File: src/rtl/dma_seq_pkg.sv
package dma_seq_pkg;
  typedef enum logic [1:0] {
    MODE_SINGLE = 2'd0,
    MODE_BLOCK  = 2'd1,
    MODE_DEMAND = 2'd2,
    MODE_RSVD   = 2'd3
  } xfer_mode_e;

  typedef enum logic [1:0] {
    ST_IDLE = 2'd0,
    ST_ARB  = 2'd1,
    ST_XFER = 2'd2,
    ST_REL  = 2'd3
  } seq_state_e;

  localparam int unsigned CFG_SEL_W = 2;
  localparam logic [CFG_SEL_W-1:0] CFG_MODE  = 2'd0;
  localparam logic [CFG_SEL_W-1:0] CFG_COUNT = 2'd1;
  localparam logic [CFG_SEL_W-1:0] CFG_ADDR  = 2'd2;
endpackage

File: src/rtl/dma_seq_cfg.sv
module dma_seq_cfg
  import dma_seq_pkg::*;
#(
  parameter int unsigned CFG_W  = 16,
  parameter int unsigned CNT_W  = 16,
  parameter int unsigned ADDR_W = 16
) (
  input  logic                 clk_i,
  input  logic                 rst_ni,
  input  logic                 we_i,
  input  logic [CFG_SEL_W-1:0] sel_i,
  input  logic [CFG_W-1:0]     wdata_i,
  input  logic                 idle_i,
  input  logic                 step_i,
  output xfer_mode_e           mode_o,
  output logic                 dir_o,
  output logic [ADDR_W-1:0]    addr_o,
  output logic                 cnt_zero_o,
  output logic                 done_o
);
  logic [CNT_W-1:0]  cnt_q;
  logic [ADDR_W-1:0] addr_q;
  xfer_mode_e        mode_q;
  logic              dir_q;
  logic              done_q;
  logic              wr_ok;

  // programming only between tenures
  assign wr_ok = we_i && idle_i;

  always_ff @(posedge clk_i or negedge rst_ni) begin
    if (!rst_ni) begin
      mode_q <= MODE_SINGLE;
      dir_q  <= 1'b0;
      cnt_q  <= '0;
      addr_q <= '0;
    end else begin
      if (wr_ok) begin
        case (sel_i)
          CFG_MODE: begin
            mode_q <= xfer_mode_e'(wdata_i[1:0]);
            dir_q  <= wdata_i[2];
          end
          CFG_COUNT: cnt_q  <= wdata_i[CNT_W-1:0];
          CFG_ADDR:  addr_q <= wdata_i[ADDR_W-1:0];
          default: ;
        endcase
      end
      if (step_i) begin
        cnt_q  <= cnt_q - 1'b1;
        addr_q <= addr_q + 1'b1;
      end
    end
  end

  always_ff @(posedge clk_i or negedge rst_ni) begin
    if (!rst_ni)                             done_q <= 1'b0;
    else if (wr_ok && sel_i == CFG_COUNT)    done_q <= 1'b0;
    else if (step_i && cnt_q == '0)          done_q <= 1'b1;
  end

  assign mode_o     = mode_q;
  assign dir_o      = dir_q;
  assign addr_o     = addr_q;
  assign cnt_zero_o = (cnt_q == '0);
  assign done_o     = done_q;
endmodule

File: src/rtl/dma_seq_fsm.sv
module dma_seq_fsm
  import dma_seq_pkg::*;
(
  input  logic       clk_i,
  input  logic       rst_ni,
  input  xfer_mode_e mode_i,
  input  logic       dreq_i,
  input  logic       hold_ack_ni,
  input  logic       done_i,
  input  logic       cnt_zero_i,
  output seq_state_e state_o,
  output logic       step_o,
  output logic       idle_o
);
  seq_state_e st_q, st_d;

  always_comb begin
    st_d = st_q;
    unique case (st_q)
      ST_IDLE: if (dreq_i && !done_i) st_d = ST_ARB;
      ST_ARB:  if (!hold_ack_ni)      st_d = ST_XFER;
      ST_XFER: begin
        if (cnt_zero_i) st_d = ST_REL;
        else begin
          unique case (mode_i)
            MODE_BLOCK:  st_d = ST_XFER;
            MODE_DEMAND: st_d = dreq_i ? ST_XFER : ST_REL;
            default:     st_d = ST_REL;
          endcase
        end
      end
      ST_REL:  if (hold_ack_ni) st_d = ST_IDLE;
      default: st_d = ST_IDLE;
    endcase
  end

  always_ff @(posedge clk_i or negedge rst_ni) begin
    if (!rst_ni) st_q <= ST_IDLE;
    else         st_q <= st_d;
  end

  assign state_o = st_q;
  assign step_o  = (st_q == ST_XFER);
  assign idle_o  = (st_q == ST_IDLE);
endmodule

File: src/rtl/dma_seq_drive.sv
module dma_seq_drive
  import dma_seq_pkg::*;
#(
  parameter bit STROBE_ACT_LOW = 1'b1
) (
  input  seq_state_e state_i,
  input  logic       dir_i,
  input  logic       cnt_zero_i,
  output logic       hold_req_no,
  output logic       dack_o,
  output logic       rd_o,
  output logic       wr_o,
  output logic       tc_o
);
  logic xfer;
  logic rd_act, wr_act;

  assign xfer        = (state_i == ST_XFER);
  assign hold_req_no = !(state_i == ST_ARB || xfer);
  assign dack_o      = xfer;
  assign rd_act      = xfer && !dir_i;
  assign wr_act      = xfer && dir_i;
  assign tc_o        = xfer && cnt_zero_i;

  generate
    if (STROBE_ACT_LOW) begin : g_low
      assign rd_o = !rd_act;
      assign wr_o = !wr_act;
    end else begin : g_high
      assign rd_o = rd_act;
      assign wr_o = wr_act;
    end
  endgenerate
endmodule

File: src/rtl/dma_chan_seq.sv
module dma_chan_seq
  import dma_seq_pkg::*;
#(
  parameter int unsigned CFG_W  = 16,
  parameter int unsigned CNT_W  = 16,
  parameter int unsigned ADDR_W = 16
) (
  input  logic                 clk_i,
  input  logic                 rst_ni,
  input  logic                 cfg_we_i,
  input  logic [CFG_SEL_W-1:0] cfg_sel_i,
  input  logic [CFG_W-1:0]     cfg_wdata_i,
  input  logic                 dreq_i,
  input  logic                 hold_ack_ni,
  output logic                 hold_req_no,
  output logic                 dack_o,
  output logic                 ior_no,
  output logic                 iow_no,
  output logic [ADDR_W-1:0]    addr_o,
  output logic                 tc_o,
  output logic                 done_o
);
  xfer_mode_e mode_w;
  seq_state_e state_w;
  logic       dir_w, cnt_zero_w, step_w, idle_w;

  dma_seq_cfg #(.CFG_W(CFG_W), .CNT_W(CNT_W), .ADDR_W(ADDR_W)) u_cfg (
    .clk_i      (clk_i),
    .rst_ni     (rst_ni),
    .we_i       (cfg_we_i),
    .sel_i      (cfg_sel_i),
    .wdata_i    (cfg_wdata_i),
    .idle_i     (idle_w),
    .step_i     (step_w),
    .mode_o     (mode_w),
    .dir_o      (dir_w),
    .addr_o     (addr_o),
    .cnt_zero_o (cnt_zero_w),
    .done_o     (done_o)
  );

  dma_seq_fsm u_fsm (
    .clk_i       (clk_i),
    .rst_ni      (rst_ni),
    .mode_i      (mode_w),
    .dreq_i      (dreq_i),
    .hold_ack_ni (hold_ack_ni),
    .done_i      (done_o),
    .cnt_zero_i  (cnt_zero_w),
    .state_o     (state_w),
    .step_o      (step_w),
    .idle_o      (idle_w)
  );

  dma_seq_drive #(.STROBE_ACT_LOW(1'b1)) u_drive (
    .state_i     (state_w),
    .dir_i       (dir_w),
    .cnt_zero_i  (cnt_zero_w),
    .hold_req_no (hold_req_no),
    .dack_o      (dack_o),
    .rd_o        (ior_no),
    .wr_o        (iow_no),
    .tc_o        (tc_o)
  );
endmodule

File: config.mk
export PLATFORM = sky130hd
export DESIGN_NAME = dma_chan_seq
export DESIGN_NICKNAME = d
export VERILOG_FILES = /design/src/rtl/dma_seq_pkg.sv /design/src/rtl/dma_seq_cfg.sv /design/src/rtl/dma_seq_fsm.sv /design/src/rtl/dma_seq_drive.sv /design/src/rtl/dma_chan_seq.sv
export SDC_FILE = /design/constraint.sdc
export NUM_CORES = 1
export LEC_CHECK = 0
export BUFFER_PORTS_ARGS = -buffer_cell sky130_fd_sc_hd__buf_4
export CAP_MARGIN = 20
export CORE_MARGIN = 2
export CORE_UTILIZATION = 40
export DETAILED_ROUTE_END_ITERATION = 8
export PLACE_DENSITY_LB_ADDON = 0.15
export SETUP_SLACK_MARGIN = 0.2
export SLEW_MARGIN = 20
export SYNTH_ARGS = -nofsm -noshare
export SYNTH_HDL_FRONTEND = slang
export SYNTH_HIERARCHICAL = 1
export SYNTH_SLANG_ARGS = --single-unit
File: constraint.sdc
create_clock -name clk_i -period 2.9 [get_ports clk_i]
set_input_delay 0.435 -clock clk_i [delete_from_list [all_inputs] [get_ports clk_i]]
set_output_delay 0.435 -clock clk_i [all_outputs]
set_load 0.005 [all_outputs]
==> metrics.log, run 1 <==
[metrics] outcome: complete, no violations
[metrics] Hold Worst Slack: 0.113 ns
[metrics] number of distinct library cell variants in the gate-level netlist after synthesis: 41
[metrics] final count of negative-setup-slack endpoints: 0
[metrics] data required time at the worst endpoint: 2.47 ns
[metrics] startpoint of the worst-slack reg-to-reg timing path: u_fsm/state_o[1]$_DFFE_PN0P_
[metrics] maximum number of pins on one net before global-route repair: 39
[metrics] antenna violations before repair: 0
[metrics] CTS clock-pin slew for the worst setup and hold paths: 0.08 ns
[metrics] setup repair after global routing missed its margin: no
[metrics] number of endpoints with negative hold slack in the final report: 0
[metrics] clock tree root buffer cell: clkbuf_8
[metrics] number of iterations in the first detailed-routing pass: 4
[metrics] row cnt: 28
[metrics] startpoint kind of the worst setup timing path: flop
[metrics] total of flip-flops plus latches after synthesis: 38
[metrics] number of buffers added to fix hold violations after cts: 0
[metrics] share of final-layout standard cells stronger than drive strength 1: 27.8%
[metrics] WL/cell: 15.3 um
[metrics] most used standard cell by instance count after synthesis: dfrtp_1
[metrics] global-route wire length before repair: 9570 um
[metrics] starting density of the core: 41.5%
[metrics] power density of the placed cells: 967 mW/mm^2
[metrics] predominant post-synthesis flop cell: dfrtp_1
[metrics] mapped cell area: 0.00247 sq mm
[metrics] worst-margin pin slew: 0.687 ns
[metrics] final net count: 332
[metrics] RD Place Congestion: 0.760
[metrics] remaining antenna violation count after routing: 0
[metrics] Final min period: 2.59 ns
[metrics] proportion of register bits with asynchronous set or reset after synthesis: 100%
[metrics] critical path endpoint category: output port
[metrics] worst-case headroom to the max-slew limit: 53.8%
[metrics] startpoint-to-endpoint class of the critical path: reg2out
[metrics] total of max-cap violations: 0
[metrics] P&R area growth vs syn: 21.6%
[metrics] largest fanout on the critical path: 5
[metrics] Core Footprint: 0.00596 sq mm
[metrics] origin of the worst setup path: u_cfg/cnt_q[9]$_DFFE_PN0P_
[metrics] share of the synthesized area in the top cell type: 38.5%
[metrics] post-synthesis area per instance: 9.57 sq um
[metrics] Post-Place Cell Area: 0.00288 sq mm
[metrics] worst min-delay path category: in2async
[metrics] clock tree sinks: 38
[metrics] Worst-Skew Late Latency: 0.29 ns
[metrics] via count: 2044
[metrics] register area share after synthesis: 38.5%
[metrics] port bufs: 44
[metrics] final non-filler cell area: 0.00300 sq mm
[metrics] setup skew after layout: 0.00791 ns
[metrics] total grt overflow: 0
[metrics] I/O pin count: 45
[metrics] CTS Buf Count: 5
[metrics] number of flops mapped to enable cells by yosys: 0
[metrics] H-tree Lvls: 2
[metrics] Detail Placement HPWL: 4070 um
[metrics] Crit path arrival time: 2.16 ns
[metrics] share of the cycle needed by the critical path after routing: 89.4%
[metrics] Initial DRC Count: 145
[metrics] yosys synthesis warning count: 6
[metrics] Die H: 82.6 um
[metrics] die boundary width: 82.6 um
[metrics] DR DRC count: 0
[metrics] # diodes: 0
[metrics] via count of the first global-routing pass: 1901
[metrics] Vias/cell: 5.42
[metrics] Static Leak: 1.22 nW
[metrics] dominant cell type by area after synthesis: dfrtp_1
[metrics] setup TNS: 0 ns
[metrics] net count of the mapped netlist: 289
[metrics] biggest area contributors in the synthesized netlist: dfrtp_1 39%, mux2_2 7.8%, xnor2_1 6.7%
[metrics] cell types with the highest counts after synthesis: 38 x dfrtp_1, 27 x a21oi_1, 24 x nor2_1
[metrics] CTS tree: done
[metrics] number of buffers on the longest clock path: 2
[metrics] Die Footprint: 0.00682 sq mm
[metrics] number of max-slew violations in the final report: 0
[metrics] Peak VDD IR: 0.403 mV
[metrics] all-layer global routing usage: 18.7%
[metrics] maximum clock frequency: 386 MHz
[metrics] gate count of the mapped netlist: 258
[metrics] Final Routed Wirelength: 5770 um
==> worst paths after layout <==
kind	slack, ns	cells past startpoint	endpoint
setup / recovery	0.31	6	tc_o
setup reg to reg	0.75	6	u_cfg/cnt_q[14]$_DFFE_PN0P_
min in group clk_i	0.40	2	u_cfg/dir_o$_DFFE_PN0P_
hold / removal	0.11	1	u_cfg/addr_o[0]$_DFFE_PN0P_
hold reg to reg	0.53	2	u_cfg/done_o$_DFFE_PN0P_
max in group asynchronous	2.44	1	u_cfg/done_o$_DFFE_PN0P_
==> power by group <==
group | switching (mW) | internal [mW] | total, mW
Clock | 0.195 | 0.192 | 0.387
Sequential | 0.327 | 0.774 | 1.10
Combinational | 0.677 | 0.738 | 1.42
Total | 1.20 | 1.70 | 2.90
==> sequential cells by signal (all words and copies together) (netlist names) <==
signal / count
u_cfg/addr_o: 16
u_fsm/state_o: 2
u_cfg/done_o: 1
u_cfg/mode_o: 2
u_cfg/dir_o: 1
u_cfg/cnt_q: 16
==> cell families (layout without fill, tap and decap cells) <==
group                    after synthesis  after routing  synth area share (%)
adder cells (fa/ha/maj)                8              8                  4.05
flip-flops                            38             38                  38.5
AO/OA/AOI/OAI                         55             55                  13.6
multiplexers                          23             23                  10.4
XOR/XNOR                              24             24                  8.51
AND/OR/NAND/NOR                       89             89                  21.6
buffers and inverters                 21             65                  3.34
==> through the flow <==
step | setup WS [ns] | total power, mW | util, % | instances
after detailed placement | 0.316 | 2.51 | 48.4 | 368
after CTS | 0.274 | 2.92 | 50.1 | 376
after global routing | 0.206 | 3.18 | 50.4 | 377
after global placement | 0.418 | 2.49 | 48.4 | 368
after floorplan | 0.717 | 2.03 | - | 258
final | 0.307 | 2.90 | 50.4 | 377
==> layout by cell type, fill, tap and decap left out, types with 2 or more instances in the layout <==
cell / synthesis / layout
o31a_1: 2 / 2
a21oi_1: 27 / 27
nor2_1: 24 / 23
inv_1: 9 / 9
mux2i_1: 4 / 4
clkbuf_8: 0 / 6
o21ai_0: 7 / 7
ha_1: 8 / 7
xnor2_1: 19 / 19
dfrtp_1: 38 / 38
nand3_1: 7 / 7
buf_4: 0 / 47
mux2_2: 17 / 17
nor4_4: 2 / 2
nand4b_1: 2 / 2
a211oi_1: 13 / 13
and2_1: 12 / 12
nand2_1: 10 / 10
xor2_1: 5 / 5
nand4_1: 5 / 5
nand2b_1: 3 / 3
nor4_1: 5 / 5
nor3_1: 10 / 9
==> routing by layer <==
metal,up-vias,wire [um],track usage (%)
met2,26,2690,28.2
met5,-,0,0
met3,2,191,3.80
met1,1000,2850,27.2
li1,1016,-,-
met4,0,33,4.92
==> final cells by class <==
| cell class | instances | area (sq um) |
|---|---|---|
| Inverter | 9 | 33.8 |
| Clock buffer | 7 | 86.3 |
| Sequential cell | 38 | 951 |
| Clock inverter | 1 | 5.00 |
| Timing Repair Buffer | 48 | 373 |
| Fill cell | 579 | 2950 |
| Multi-Input combinational cell | 199 | 1460 |
| Tap cell | 75 | 93.8 |
==> critical path: stages (launching register included) <==
cell and delay [ns]:
dfrtp_1 0.46, or4_4 0.58, nor4_4 0.27, nand2_1 0.14, nor3_4 0.17, and2_1 0.15
buf_4 0.10
==> timing repair <==
item	in CTS	in global routing
buffers inserted	0	1
pin swaps	0	1
endpoints found under the setup margin	1	1
gates resized for setup	3	2
gates cloned	0	0
(Power assumes the default switching activity.)
==> run 2: changes to the inputs <==
--- a/config.mk
+++ b/config.mk
@@ -9,6 +9,7 @@
 export CAP_MARGIN = 20
 export CORE_MARGIN = 2
 export CORE_UTILIZATION = 40
+export CTS_BUF_LIST = sky130_fd_sc_hd__clkbuf_8
 export DETAILED_ROUTE_END_ITERATION = 8
 export PLACE_DENSITY_LB_ADDON = 0.15
 export SETUP_SLACK_MARGIN = 0.2
==> run 2 against run 1 <==
Largest power group unchanged. Worst setup slack is the same. Non-clock buffer count did not move. Critical endpoint unchanged. Register-to-register slack hardly changed.
==> metrics.log, run 2 (synthesis gave the netlist of run 1 again) <==
[metrics] starting density of the core: 41.5%
[metrics] number of iterations in the first detailed-routing pass: 4
[metrics] cell class contributing the biggest share of worst-path delay: simple AND/OR/NAND/NOR gates
[metrics] clock tree sinks: 38
[metrics] critical path endpoint category: output port
[metrics] startpoint kind of the worst setup timing path: flop
[metrics] share of the cycle needed by the critical path after routing: 89.4%
[metrics] total grt overflow: 0
[metrics] worst-case headroom to the max-slew limit: 53.8%
[metrics] Core Footprint: 0.00596 sq mm
[metrics] worst min-delay path category: in2async
[metrics] cell depth of the worst setup path: 6
[metrics] largest fanout on the critical path: 5
[metrics] final core area utilization: 50.4%
[metrics] remaining antenna violation count after routing: 0
[metrics] Die H: 82.6 um
[metrics] CTS clock-pin slew for the worst setup and hold paths: 0.08 ns
[metrics] WL/cell: 15.3 um
[metrics] non-filler instance count after layout: 377
[metrics] I/O pin count: 45
[metrics] via count of the first global-routing pass: 1901
[metrics] maximum clock frequency: 386 MHz
[metrics] number of endpoints with negative hold slack in the final report: 0
[metrics] Worst-Skew Late Latency: 0.29 ns
[metrics] # placed instances: 368
[metrics] final net count: 332
[metrics] outcome: complete, no violations
[metrics] setup slack of the critical path after layout: 0.307 ns
[metrics] Vias/cell: 5.41
[metrics] cell with the biggest individual delay on the critical path: or4_4
[metrics] most common cell after layout, fill and taps aside: buf_4
[metrics] RD Place Congestion: 0.760
[metrics] Final Routed Wirelength: 5760 um
[metrics] # diodes: 0
[metrics] clock tree root buffer cell: clkbuf_8
[metrics] share of final-layout standard cells stronger than drive strength 1: 27.8%
[metrics] CTS Buf Count: 5
[metrics] commonest cells after routing, fill and taps aside: 47 x buf_4, 38 x dfrtp_1, 27 x a21oi_1
[metrics] via count: 2041
[metrics] Die Footprint: 0.00682 sq mm
[metrics] maximum number of pins on one net before global-route repair: 39
[metrics] worst-margin pin slew: 0.687 ns
[metrics] startpoint-to-endpoint class of the critical path: reg2out
[metrics] register-to-register path setup slack: 0.75 ns
[metrics] power density of the placed cells: 966 mW/mm^2
[metrics] setup repair after global routing missed its margin: no
[metrics] port bufs: 44
[metrics] Initial DRC Count: 145
[metrics] Static Leak: 1.22 nW
[metrics] setup TNS: 0 ns
[metrics] final count of negative-setup-slack endpoints: 0
[metrics] number of buffers and inverters on the critical path: 1
[metrics] cell chain of the critical path: or4_4 -> nor4_4 -> nand2_1 -> nor3_4 -> and2_1 -> buf_4
[metrics] startpoint of the worst-slack reg-to-reg timing path: u_fsm/state_o[1]$_DFFE_PN0P_
[metrics] P&R area growth vs syn: 21.6%
[metrics] DR DRC count: 0
[metrics] Overall Power: 2.90 mW
[metrics] Detail Placement HPWL: 4070 um
[metrics] placement-stage worst setup slack: 0.316 ns
[metrics] FF-to-FF End: u_cfg/cnt_q[14]$_DFFE_PN0P_
[metrics] Peak VDD IR: 0.403 mV
[metrics] all-layer global routing usage: 18.7%
[metrics] setup skew after layout: 0.00766 ns
[metrics] die boundary width: 82.6 um
[metrics] H-tree Lvls: 2
[metrics] row cnt: 28
[metrics] number of buffers on the longest clock path: 2
[metrics] antenna violations before repair: 0
[metrics] CTS tree: done
[metrics] Post-Place Cell Area: 0.00288 sq mm
[metrics] final non-filler cell area: 0.00300 sq mm
[metrics] data required time at the worst endpoint: 2.47 ns
[metrics] total of max-cap violations: 0
[metrics] number of max-slew violations in the final report: 0
[metrics] R2R depth: 6
[metrics] global-route wire length before repair: 9570 um
[metrics] Final min period: 2.59 ns
[metrics] largest stage delay on the critical path: 0.58 ns
[metrics] Crit path arrival time: 2.16 ns
[metrics] Hold Worst Slack: 0.112 ns
[run 2: cell count changes in the layout (fill, tap and decap cells not counted)]
cell and delta:
clkbuf_1 -1, inv_1 +1
[run 2: routing by layer]
layer / track usage (%) / vias to the layer above / share of wire (%)
met2: 28.2 / 26 / 47
met4: 4.92 / 0 / 0.57
met3: 3.80 / 2 / 3.3
met1: 27.2 / 997 / 49
li1: - / 1016 / -
met5: 0 / - / 0
[run 2: where the power goes]
group | total (mW) | switching, mW | internal [mW]
combinational | 1.42 | 0.677 | 0.738
sequential | 1.10 | 0.327 | 0.774
clock | 0.383 | 0.195 | 0.189
total | 2.90 | 1.20 | 1.70
[run 2: worst max path at each step]
stage          endpoint                  startpoint  slack, ns
2_1_floorplan      tc_o  u_cfg/cnt_q[0]$_DFFE_PN0P_       0.72
3_3_place_gp       tc_o  u_cfg/cnt_q[0]$_DFFE_PN0P_       0.42
3_5_place_dp       tc_o  u_cfg/cnt_q[0]$_DFFE_PN0P_       0.32
4_1_cts            tc_o  u_cfg/cnt_q[0]$_DFFE_PN0P_       0.27
5_1_grt            tc_o  u_cfg/cnt_q[9]$_DFFE_PN0P_       0.21
6_report           tc_o  u_cfg/cnt_q[9]$_DFFE_PN0P_       0.31
[run 2: what timing repair did]
action,CTS,global route
setup buffers,0,1
hold endpoints to repair,0,0
gates resized for setup,3,2
endpoints found under the setup margin,1,1
pin swaps,0,1
hold buffers,0,0
[run 2: layout make-up]
cell class / instances / area, sq um
fill: 579 / 2950
inverter: 9 / 33.8
timing repair buffer: 48 / 373
clock inverter: 2 / 8.76
multi-input combinational: 199 / 1460
tap: 75 / 93.8
clock buffer: 6 / 82.6
sequential: 38 / 951
